===== src/rtl/mdm_pkg.sv =====
package mdm_pkg;

  // Session phases of the emulated data set
  typedef enum logic [2:0] {
    SS_IDLE      = 3'd0,
    SS_RING      = 3'd1,
    SS_WAIT_LINE = 3'd2,
    SS_READY     = 3'd3,
    SS_ONLINE    = 3'd4
  } sess_st_t;

  function automatic int unsigned cnt_width(input int unsigned max_val);
    int unsigned w;
    w = $clog2(max_val + 1);
    return (w < 1) ? 1 : w;
  endfunction

endpackage


===== src/rtl/mdm_session_fsm.sv =====
module mdm_session_fsm
  import mdm_pkg::*;
(
  input  logic clk,
  input  logic rst_n,
  input  logic dtr,
  input  logic call,
  input  logic line_up,
  input  logic carrier_ok,
  output logic ring_en,
  output logic link_up,
  output logic carrier_up
);

  sess_st_t st_q;
  sess_st_t st_d;

  // next-state logic
  always_comb begin
    st_d = st_q;
    unique case (st_q)
      SS_IDLE: begin
        if (dtr)       st_d = SS_WAIT_LINE;
        else if (call) st_d = SS_RING;
      end
      SS_RING: begin
        if (dtr)        st_d = SS_WAIT_LINE;
        else if (!call) st_d = SS_IDLE;
      end
      SS_WAIT_LINE: begin
        if (!dtr)         st_d = SS_IDLE;
        else if (line_up) st_d = SS_READY;
      end
      SS_READY: begin
        if (!dtr)            st_d = SS_IDLE;
        else if (carrier_ok) st_d = SS_ONLINE;
      end
      SS_ONLINE: begin
        if (!dtr)             st_d = SS_IDLE;
        else if (!carrier_ok) st_d = SS_READY;
      end
      default: st_d = SS_IDLE;
    endcase
  end

  // state register
  always_ff @(posedge clk or negedge rst_n) begin
    if (!rst_n) st_q <= SS_IDLE;
    else        st_q <= st_d;
  end

  assign ring_en    = (st_q == SS_RING);
  assign link_up    = (st_q == SS_READY) || (st_q == SS_ONLINE);
  assign carrier_up = (st_q == SS_ONLINE);

endmodule


===== src/rtl/mdm_ring_gen.sv =====
module mdm_ring_gen
  import mdm_pkg::*;
#(
  parameter int unsigned RING_ON_CYC  = 8,
  parameter int unsigned RING_OFF_CYC = 12
) (
  input  logic clk,
  input  logic rst_n,
  input  logic enable,
  output logic ring
);

  localparam int unsigned MAX_PH = (RING_ON_CYC > RING_OFF_CYC) ? RING_ON_CYC : RING_OFF_CYC;
  localparam int unsigned CW     = cnt_width(MAX_PH);
  localparam logic [CW-1:0] ON_LAST  = CW'(RING_ON_CYC - 1);
  localparam logic [CW-1:0] OFF_LAST = CW'(RING_OFF_CYC - 1);

  logic          on_q, on_d;
  logic [CW-1:0] cnt_q, cnt_d;

  // next-state logic
  always_comb begin
    on_d  = on_q;
    cnt_d = cnt_q;
    if (!enable) begin
      on_d  = 1'b1;
      cnt_d = '0;
    end else if (on_q && (cnt_q == ON_LAST)) begin
      on_d  = 1'b0;
      cnt_d = '0;
    end else if (!on_q && (cnt_q == OFF_LAST)) begin
      on_d  = 1'b1;
      cnt_d = '0;
    end else begin
      cnt_d = cnt_q + 1'b1;
    end
  end

  // registers
  always_ff @(posedge clk or negedge rst_n) begin
    if (!rst_n) begin
      on_q  <= 1'b1;
      cnt_q <= '0;
    end else begin
      on_q  <= on_d;
      cnt_q <= cnt_d;
    end
  end

  assign ring = enable && on_q;

endmodule


===== src/rtl/mdm_cts_grant.sv =====
module mdm_cts_grant
  import mdm_pkg::*;
#(
  parameter int unsigned CTS_DLY = 3
) (
  input  logic clk,
  input  logic rst_n,
  input  logic link_up,
  input  logic full_dup,
  input  logic rts,
  output logic cts
);

  logic half_grant;

  generate
    if (CTS_DLY == 0) begin : g_nodly
      assign half_grant = rts;
    end else begin : g_dly
      localparam int unsigned CW = cnt_width(CTS_DLY);
      localparam logic [CW-1:0] DLY_V = CW'(CTS_DLY);

      logic [CW-1:0] cnt_q, cnt_d;
      logic          cnt_en;

      // counting is only enabled in a half-duplex request
      assign cnt_en = link_up && !full_dup && rts && (cnt_q != DLY_V);

      always_comb begin
        cnt_d = cnt_q;
        if (!link_up || full_dup || !rts) cnt_d = '0;
        else if (cnt_en)                  cnt_d = cnt_q + 1'b1;
      end

      always_ff @(posedge clk or negedge rst_n) begin
        if (!rst_n) cnt_q <= '0;
        else        cnt_q <= cnt_d;
      end

      assign half_grant = rts && (cnt_q == DLY_V);
    end
  endgenerate

  assign cts = link_up && (full_dup || half_grant);

endmodule


===== src/rtl/mdm_ctl_responder.sv =====
module mdm_ctl_responder #(
  parameter int unsigned RING_ON_CYC  = 8,
  parameter int unsigned RING_OFF_CYC = 12,
  parameter int unsigned CTS_DLY      = 3
) (
  input  logic clk,
  input  logic rst_n,
  input  logic dtr_i,
  input  logic rts_i,
  input  logic call_i,
  input  logic line_up_i,
  input  logic carrier_ok_i,
  input  logic full_dup_i,
  output logic ring_o,
  output logic dsr_o,
  output logic dcd_o,
  output logic cts_o
);

  // reset: asserted asynchronously, released on a clock edge
  logic [1:0] rst_sync_q;
  logic       rst_n_s;

  always_ff @(posedge clk or negedge rst_n) begin
    if (!rst_n) rst_sync_q <= 2'b00;
    else        rst_sync_q <= {rst_sync_q[0], 1'b1};
  end

  assign rst_n_s = rst_sync_q[1];

  logic ring_en;
  logic link_up;
  logic carrier_up;

  mdm_session_fsm u_sess (
    .clk        (clk),
    .rst_n      (rst_n_s),
    .dtr        (dtr_i),
    .call       (call_i),
    .line_up    (line_up_i),
    .carrier_ok (carrier_ok_i),
    .ring_en    (ring_en),
    .link_up    (link_up),
    .carrier_up (carrier_up)
  );

  mdm_ring_gen #(
    .RING_ON_CYC  (RING_ON_CYC),
    .RING_OFF_CYC (RING_OFF_CYC)
  ) u_ring (
    .clk    (clk),
    .rst_n  (rst_n_s),
    .enable (ring_en),
    .ring   (ring_o)
  );

  mdm_cts_grant #(
    .CTS_DLY (CTS_DLY)
  ) u_cts (
    .clk      (clk),
    .rst_n    (rst_n_s),
    .link_up  (link_up),
    .full_dup (full_dup_i),
    .rts      (rts_i),
    .cts      (cts_o)
  );

  assign dsr_o = link_up;
  assign dcd_o = carrier_up;

endmodule


===== config.mk =====
export PLATFORM = sky130hd
export DESIGN_NAME = mdm_ctl_responder
export DESIGN_NICKNAME = d
export VERILOG_FILES = /design/src/rtl/mdm_pkg.sv /design/src/rtl/mdm_session_fsm.sv /design/src/rtl/mdm_ring_gen.sv /design/src/rtl/mdm_cts_grant.sv /design/src/rtl/mdm_ctl_responder.sv
export SDC_FILE = /design/constraint.sdc
export NUM_CORES = 1
export LEC_CHECK = 0
export ABC_AREA = 1
export BUFFER_PORTS_ARGS = -buffer_cell sky130_fd_sc_hd__buf_2
export CAP_MARGIN = 10
export CELL_PAD_IN_SITES_DETAIL_PLACEMENT = 1
export CELL_PAD_IN_SITES_GLOBAL_PLACEMENT = 2
export CORE_MARGIN = 3
export CORE_UTILIZATION = 30
export CTS_BUF_LIST = sky130_fd_sc_hd__clkbuf_16
export DETAILED_ROUTE_END_ITERATION = 8
export PLACE_DENSITY = 0.78
export REMOVE_ABC_BUFFERS = 1
export SYNTH_ARGS = -nofsm -noshare
export SYNTH_HDL_FRONTEND = slang
export SYNTH_SLANG_ARGS = --single-unit

===== constraint.sdc =====
create_clock -name clk -period 1.28 [get_ports clk]
set_clock_uncertainty 0.1 [all_clocks]
set_input_delay 0.064 -clock clk [delete_from_list [all_inputs] [get_ports clk]]
set_output_delay 0.064 -clock clk [all_outputs]
set_load 0.02 [all_outputs]

### Word-level counts from Yosys, hierarchy flattened

Index checks and enable logic that the tools add are counted.

| word-level totals | value |
|---|---|
| register bits after elaboration | 12 |
| output and inout bits | 4 |
| word-level logic and storage cells | 59 |
| bits of input ports | 8 |

| operators by class | value |
|---|---|
| add/sub/neg operators | 2 |
| eq/ne operators | 14 |
| reductions and logical operators | 19 |
| mux-type cells | 19 |

Operators by type and width:

| kind | number |
|---|---|
| $mux W3 | 10 |
| $ne A3 B3 Y1 const B | 6 |
| $pmux W3 S5 | 1 |
| $mux W4 | 3 |
| $logic_and A1 B1 Y1 | 8 |
| $eq A3 B2 Y1 const B | 2 |
| $reduce_and A5 Y1 | 1 |
| $add A4 B1 Y4 const B | 1 |
| $eq A4 B3 Y1 const B | 1 |
| $eq A4 B4 Y1 const B | 1 |
| $logic_not A1 Y1 | 4 |
| $logic_or A1 B1 Y1 | 4 |
| $mux W2 | 2 |
| $eq A3 B1 Y1 const B | 1 |
| $eq A3 B3 Y1 const B | 1 |
| $logic_not A3 Y1 | 1 |
| $mux W1 | 3 |
| $add A2 B1 Y2 const B | 1 |
| $eq A2 B2 Y1 const B | 1 |
| $ne A2 B2 Y1 const B | 1 |
| $reduce_bool A2 Y1 | 1 |

### Longest topological paths before layout

| logic depth | value |
|---|---|
| depth in word-level cells | 7 |
| depth in mapped cells | 8 |
| mapped depth without buffers | 8 |

### Hierarchy

From an unflattened synthesis, not the netlist that was laid out.

| unflattened totals | value |
|---|---|
| cells, all modules | 102 |
| area, all modules | 718.2 um2 |

Modules (own cells, without submodules):

| module | cells an instance | area an instance (um2) | times used |
|---|---|---|---|
| mdm_session_fsm | 47 | 272.8 | 1 |
| mdm_ring_gen | 32 | 257.7 | 1 |
| mdm_cts_grant | 20 | 133.9 | 1 |
| mdm_ctl_responder | 3 | 53.8 | 1 |

### Worst setup path before layout

OpenSTA, ideal clock, no wires.

| path | value |
|---|---|
| path type | reg2reg |
| start point | register u_sess.st_q[0] |
| end point | register u_cts.g_dly.cnt_q[0] |
| setup slack | 0.064 ns |
| library setup time | 0.072 ns |
| data arrival time | 1.044 ns |
| buffers on the path | 0 |
| stages on the path, launching flop included | 6 |
| cells stage by stage | dfrtp_1 > nor2_2 > nand2_2 > nand2_1 > nand3b_1 > nor2_1 |

| on the way | value |
|---|---|
| cells in the longest elaborated chain, start to end | 6 |

Ends and longest elaborated chain:

| item | line | source |
|---|---|---|
| from (decl) | mdm_session_fsm.sv:15 | `sess_st_t st_q;` |
| from (signal assigned) | mdm_session_fsm.sv:49 | `else st_q <= st_d;` |
| $eq A3 B2 Y1 or $eq A3 B3 Y1 (tied branches) | mdm_session_fsm.sv:53 | `assign link_up = (st_q == SS_READY) \|\| (st_q == SS_ONLINE);` |
| $logic_or A1 B1 Y1 (*) | mdm_session_fsm.sv:53 |  |
| via dsr_o | mdm_ctl_responder.sv:15 | `output logic dsr_o,` |
| $logic_not A1 Y1 or $logic_and A1 B1 Y1 (tied branches) | mdm_cts_grant.sv:31, mdm_cts_grant.sv:27 |  |
| $logic_or A1 B1 Y1 or $logic_and A1 B1 Y1 (tied branches) (2 in a row) | mdm_cts_grant.sv:31, mdm_cts_grant.sv:27 |  |
| $mux W2 or $reduce_bool A2 Y1 (tied branches) | n/a |  |
| to (signal assigned) | mdm_cts_grant.sv:37 | `else cnt_q <= cnt_d;` |
| to (decl) | mdm_cts_grant.sv:23 | `logic [CW-1:0] cnt_q, cnt_d;` |

Mark *: on every way through the listed nets, which the timed path passes. The rest lies on a longest branch.
A chain may end at the register's enable or synchronous reset.

### Worst setup path after layout

| path | value |
|---|---|
| start point | register u_sess.st_q[0] |
| end point | output cts_o |

| on the way | value |
|---|---|
| cells in the longest elaborated chain, start to end | 3 |

Ends and longest elaborated chain:

| item | line | source |
|---|---|---|
| $eq A3 B2 Y1 or $eq A3 B3 Y1 (tied branches) | mdm_session_fsm.sv:53 |  |
| $logic_or A1 B1 Y1 (*) | mdm_session_fsm.sv:53 |  |
| $logic_and A1 B1 Y1 (*) | mdm_cts_grant.sv:44 | `assign cts = link_up && (full_dup \|\| half_grant);` |
| to (decl) | mdm_ctl_responder.sv:17 | `output logic cts_o` |

Mark *: on every way between the ends. The rest lies on a longest branch, timed or not.

==> flow_summary.rst <==
.. list-table::
   :header-rows: 1

   * - Metric
     - Value
   * - Status
     - complete, but fails checks
   * - Violations in the final reports
     - setup timing
   * - Site Rows
     - 16
   * - Full die area
     - 2820 um^2
   * - Worst Hold Launch
     - carrier_ok_i
   * - Post-Synthesis Mean Instance Area
     - 8.30 um^2
   * - Placer's final routability congestion estimate
     - roughly 0.74
   * - Post-detailed-route count of antenna-violating nets
     - 0
   * - Data required time of the critical path
     - 1.12 ns
   * - Type of the worst min-delay path
     - primary input to flip-flop
   * - Number of register bits inferred by synthesis
     - 12
   * - Yosys warning total
     - 0
   * - # port buffers
     - 11
   * - Overflow left after global routing
     - 0
   * - Cell Area, Synth
     - 664 um^2
   * - Routed via count
     - 605
   * - Clock tree from TritonCTS
     - yes
   * - Max IR drop VDD
     - 0.00120 V
   * - Capture endpoint of the worst hold path
     - u_sess.st_q[2]
   * - Internal reg-to-reg setup slack
     - -0.03 ns
   * - Sequential cell area fraction in the yosys report
     - between 40% and 50%
   * - Worst stage delay on the critical path
     - ~0.45 ns
   * - Largest buffer count on any clock path
     - 2
   * - Final Hold Violating Endpoints
     - 0
   * - Worst R2R Path Depth
     - 8
   * - Signed area change from the synthesized netlist to the final layout
     - 53.3%
   * - HPWL after DPL
     - about 1100 um
   * - Fmax
     - 735 MHz
   * - Number of distinct standard cells referenced by the synthesized netlist
     - 23
   * - P_leak
     - around 0.51 nW
   * - Post-route setup TNS
     - -0.243 ns
   * - Critical path type
     - flip-flop to primary output
   * - Global-route total usage across every layer
     - 13.3%
   * - Detailed-router iteration count before antenna repair
     - 4
   * - Maximum fanout count along the critical path
     - 5
   * - Final Critical Period
     - 1.36 ns
   * - Synthesized netlist cell count
     - 80
   * - RSZ-0062 raised after global routing
     - true
   * - Number of maximum-capacitance constraint violations
     - 0
   * - Final wirelength
     - 1540 um
   * - Number of antenna cells inserted
     - 0
   * - Setup violation total in the final timing report
     - 5
   * - R2R Path End
     - u_sess.st_q[0]
   * - Layout cells sized above 1
     - between 50% and 60%
   * - Total DRC errors in the routed layout
     - 0
   * - Placeable core region
     - a little over 2000 um^2
   * - Number of antenna violations at the first check in global routing
     - 0
   * - Width of the chip
     - between 50 and 60 um
   * - Clk root buf
     - sky130_fd_sc_hd__clkbuf_16
   * - Reg-to-Reg Start
     - u_sess.st_q[0]
   * - Area share of the largest cell type after synthesis
     - 41.4%
   * - Critical path capture point type
     - primary output
   * - Critical-path cell with the highest stage delay
     - sky130_fd_sc_hd__dfrtp_2
   * - Final Worst Setup Slack
     - -0.0800 ns
   * - Clock transition at path regs
     - about 0.04 ns
   * - Post-route clock period utilization
     - 106%
   * - WL per Instance
     - roughly 12 um
   * - Synth area leader
     - sky130_fd_sc_hd__dfrtp_1
   * - Cell depth of the worst hold path
     - 3
   * - Wire length of the first global-routing pass
     - 2760 um
   * - Die outline height
     - 53.1 um
   * - Average vias per placed instance
     - between 4 and 5
   * - Startpoint type of the worst setup path
     - flip-flop
   * - H-tree levels
     - 1
   * - Total power divided by cell area
     - 1930 nW/um^2
   * - Clock buffers created by TritonCTS
     - 3
   * - Cell chain of the critical path
     - nor2_4, nand2_4, a21oi_2, buf_6
   * - Total design power
     - around 2.0 mW
   * - DRT iter0 DRCs
     - 3
   * - Worst-Skew Late Latency
     - 0.24 ns
   * - Area contributors post-synth
     - sky130_fd_sc_hd__dfrtp_1 (41%), sky130_fd_sc_hd__nand2_1 (7.9%), sky130_fd_sc_hd__nor2_1 (7.9%), sky130_fd_sc_hd__nand2_2 (5.6%), sky130_fd_sc_hd__nand3_1 (4.5%)
   * - Net count of the finished layout
     - 116
   * - Initial Utilization
     - around a third
   * - Clock tree sinks
     - 12
   * - Number of global-route vias before repair
     - 630
   * - Count of pins on the block boundary
     - 12
   * - Pin count of the biggest net entering global routing
     - 11
   * - Final count of pins violating max slew
     - 0
   * - Data arrival, critical path
     - roughly 1.2 ns
-- routing by layer --
| layer | GRT usage, % | up-vias | share of wire, % |
|---|---|---|---|
| li1 | - | 302 | - |
| met5 | 0 | - | 0 |
| met2 | 22.7 | 9 | 51 |
| met4 | 3.83 | 0 | 0 |
| met1 | 17.5 | 294 | 46 |
| met3 | 1.69 | 0 | 2.4 |
-- worst max path at each step --
stage	startpoint	endpoint	cells after the start
2_1_floorplan	u_sess.st_q[0]	u_cts.g_dly.cnt_q[0]	5
3_3_place_gp	u_ring.cnt_q[0]	u_ring.on_q	4
3_5_place_dp	u_ring.cnt_q[0]	u_ring.on_q	4
4_1_cts	u_sess.st_q[2]	ring_o	5
5_1_grt	u_sess.st_q[1]	cts_o	4
6_report	u_sess.st_q[0]	cts_o	4
-- sequential cells by signal, summed over array words and instances (netlist names) --
| name | count |
|---|---|
| rst_sync_q | 2 |
| u_cts.g_dly.cnt_q | 2 |
| u_ring.cnt_q | 4 |
| u_ring.on_q | 1 |
| u_sess.st_q | 3 |
-- synth_stat cells --
cell,instances
sky130_fd_sc_hd__nand2_1,14
sky130_fd_sc_hd__nor2_1,14
sky130_fd_sc_hd__dfrtp_1,11
sky130_fd_sc_hd__inv_1,6
sky130_fd_sc_hd__nand2_2,6
sky130_fd_sc_hd__nand3_1,6
sky130_fd_sc_hd__a21oi_1,2
sky130_fd_sc_hd__ha_1,2
sky130_fd_sc_hd__inv_2,2
sky130_fd_sc_hd__nand3_2,2
sky130_fd_sc_hd__nand3b_1,2
sky130_fd_sc_hd__xor2_1,2
sky130_fd_sc_hd__a31oi_2,1
sky130_fd_sc_hd__clkinv_1,1
sky130_fd_sc_hd__conb_1,1
sky130_fd_sc_hd__dfstp_2,1
sky130_fd_sc_hd__mux2i_1,1
sky130_fd_sc_hd__nand4_1,1
sky130_fd_sc_hd__nor2_2,1
sky130_fd_sc_hd__nor2_4,1
sky130_fd_sc_hd__o21ai_0,1
sky130_fd_sc_hd__o21ai_1,1
sky130_fd_sc_hd__xnor2_1,1
-- layout by cell type (no fill, tap or decap) --
cell type,instances
sky130_fd_sc_hd__nor2_1,13
sky130_fd_sc_hd__nand2_1,11
sky130_fd_sc_hd__dfrtp_1,8
sky130_fd_sc_hd__nand2_2,7
sky130_fd_sc_hd__buf_2,7
sky130_fd_sc_hd__buf_4,7
sky130_fd_sc_hd__buf_6,6
sky130_fd_sc_hd__inv_1,5
sky130_fd_sc_hd__nand3_1,4
sky130_fd_sc_hd__inv_2,3
sky130_fd_sc_hd__nor2_4,3
sky130_fd_sc_hd__nand3_2,3
sky130_fd_sc_hd__clkbuf_16,3
sky130_fd_sc_hd__dfrtp_2,3
sky130_fd_sc_hd__nand2_4,2
sky130_fd_sc_hd__a21oi_2,2
sky130_fd_sc_hd__xor2_1,2
sky130_fd_sc_hd__nand3b_1,2
sky130_fd_sc_hd__o21ai_1,2
sky130_fd_sc_hd__ha_2,2
sky130_fd_sc_hd__xnor2_1,1
sky130_fd_sc_hd__inv_4,1
sky130_fd_sc_hd__nand3_4,1
sky130_fd_sc_hd__a31oi_4,1
sky130_fd_sc_hd__nand4_1,1
sky130_fd_sc_hd__clkinv_2,1
sky130_fd_sc_hd__mux2i_1,1
sky130_fd_sc_hd__dlygate4sd3_1,1
sky130_fd_sc_hd__conb_1,1
sky130_fd_sc_hd__dfstp_2,1
-- critical path, delay by kind of cell (launching register included) --
kind                   cells  cell delay [ns]
buffers and inverters      1             0.13
and+or+nand+nor            2             0.23
DFF                        1             0.45
AOI/OAI and AO/OA          1             0.14
-- through the flow --
stage	cells	instance area [um^2]	utilization, %	setup slack, ns	hold WS, ns
2_1_floorplan	80	664	-	0.0639	-0.332
3_3_place_gp	120	768	38.0	0.0178	-0.252
5_1_grt	132	1020	50.4	-0.146	0.0215
4_1_cts	130	980	48.5	-0.103	0.0138
3_5_place_dp	120	768	38.0	0.00439	-0.249
6_report	132	1020	50.4	-0.0800	0.0106
-- layout make-up --
class                      count  area, um^2
sequential                    12         305
fill                         245        1000
timing repair buffer          21         165
multi-input combinational     59         398
tap                           27        33.8
clock buffer                   3        75.1
inverter                       9        37.5
clock inverter                 1        3.75
-- power breakdown --
part | internal (mW) | switching, mW | leakage [nW]
registers | 0.471 | 0.0956 | 0.152
logic | 0.392 | 0.442 | 0.317
clock network | 0.410 | 0.152 | 0.0423
total | 1.27 | 0.690 | 0.511
-- kinds of logic after synthesis --
| group | after synthesis | synth area share [%] |
|---|---|---|
| flops | 12 | 45.4 |
| compound gates | 5 | 4.89 |
| xor+xnor | 3 | 3.96 |
| mux | 1 | 1.51 |
| other cells | 1 | 0.564 |
| buf+inv | 9 | 5.08 |
| simple gates | 47 | 34.8 |
| fa+ha+maj | 2 | 3.77 |
-- repair_timing --
action                     4_1_cts  5_1_grt
hold endpoints to repair         2        0
gates cloned                     0        0
hold buffers                     1        0
setup buffers                    5        2
gates resized for setup         28        6
pin swaps                        8        5
setup endpoints to repair        9       11
Power figures use the tool's default switching activity.
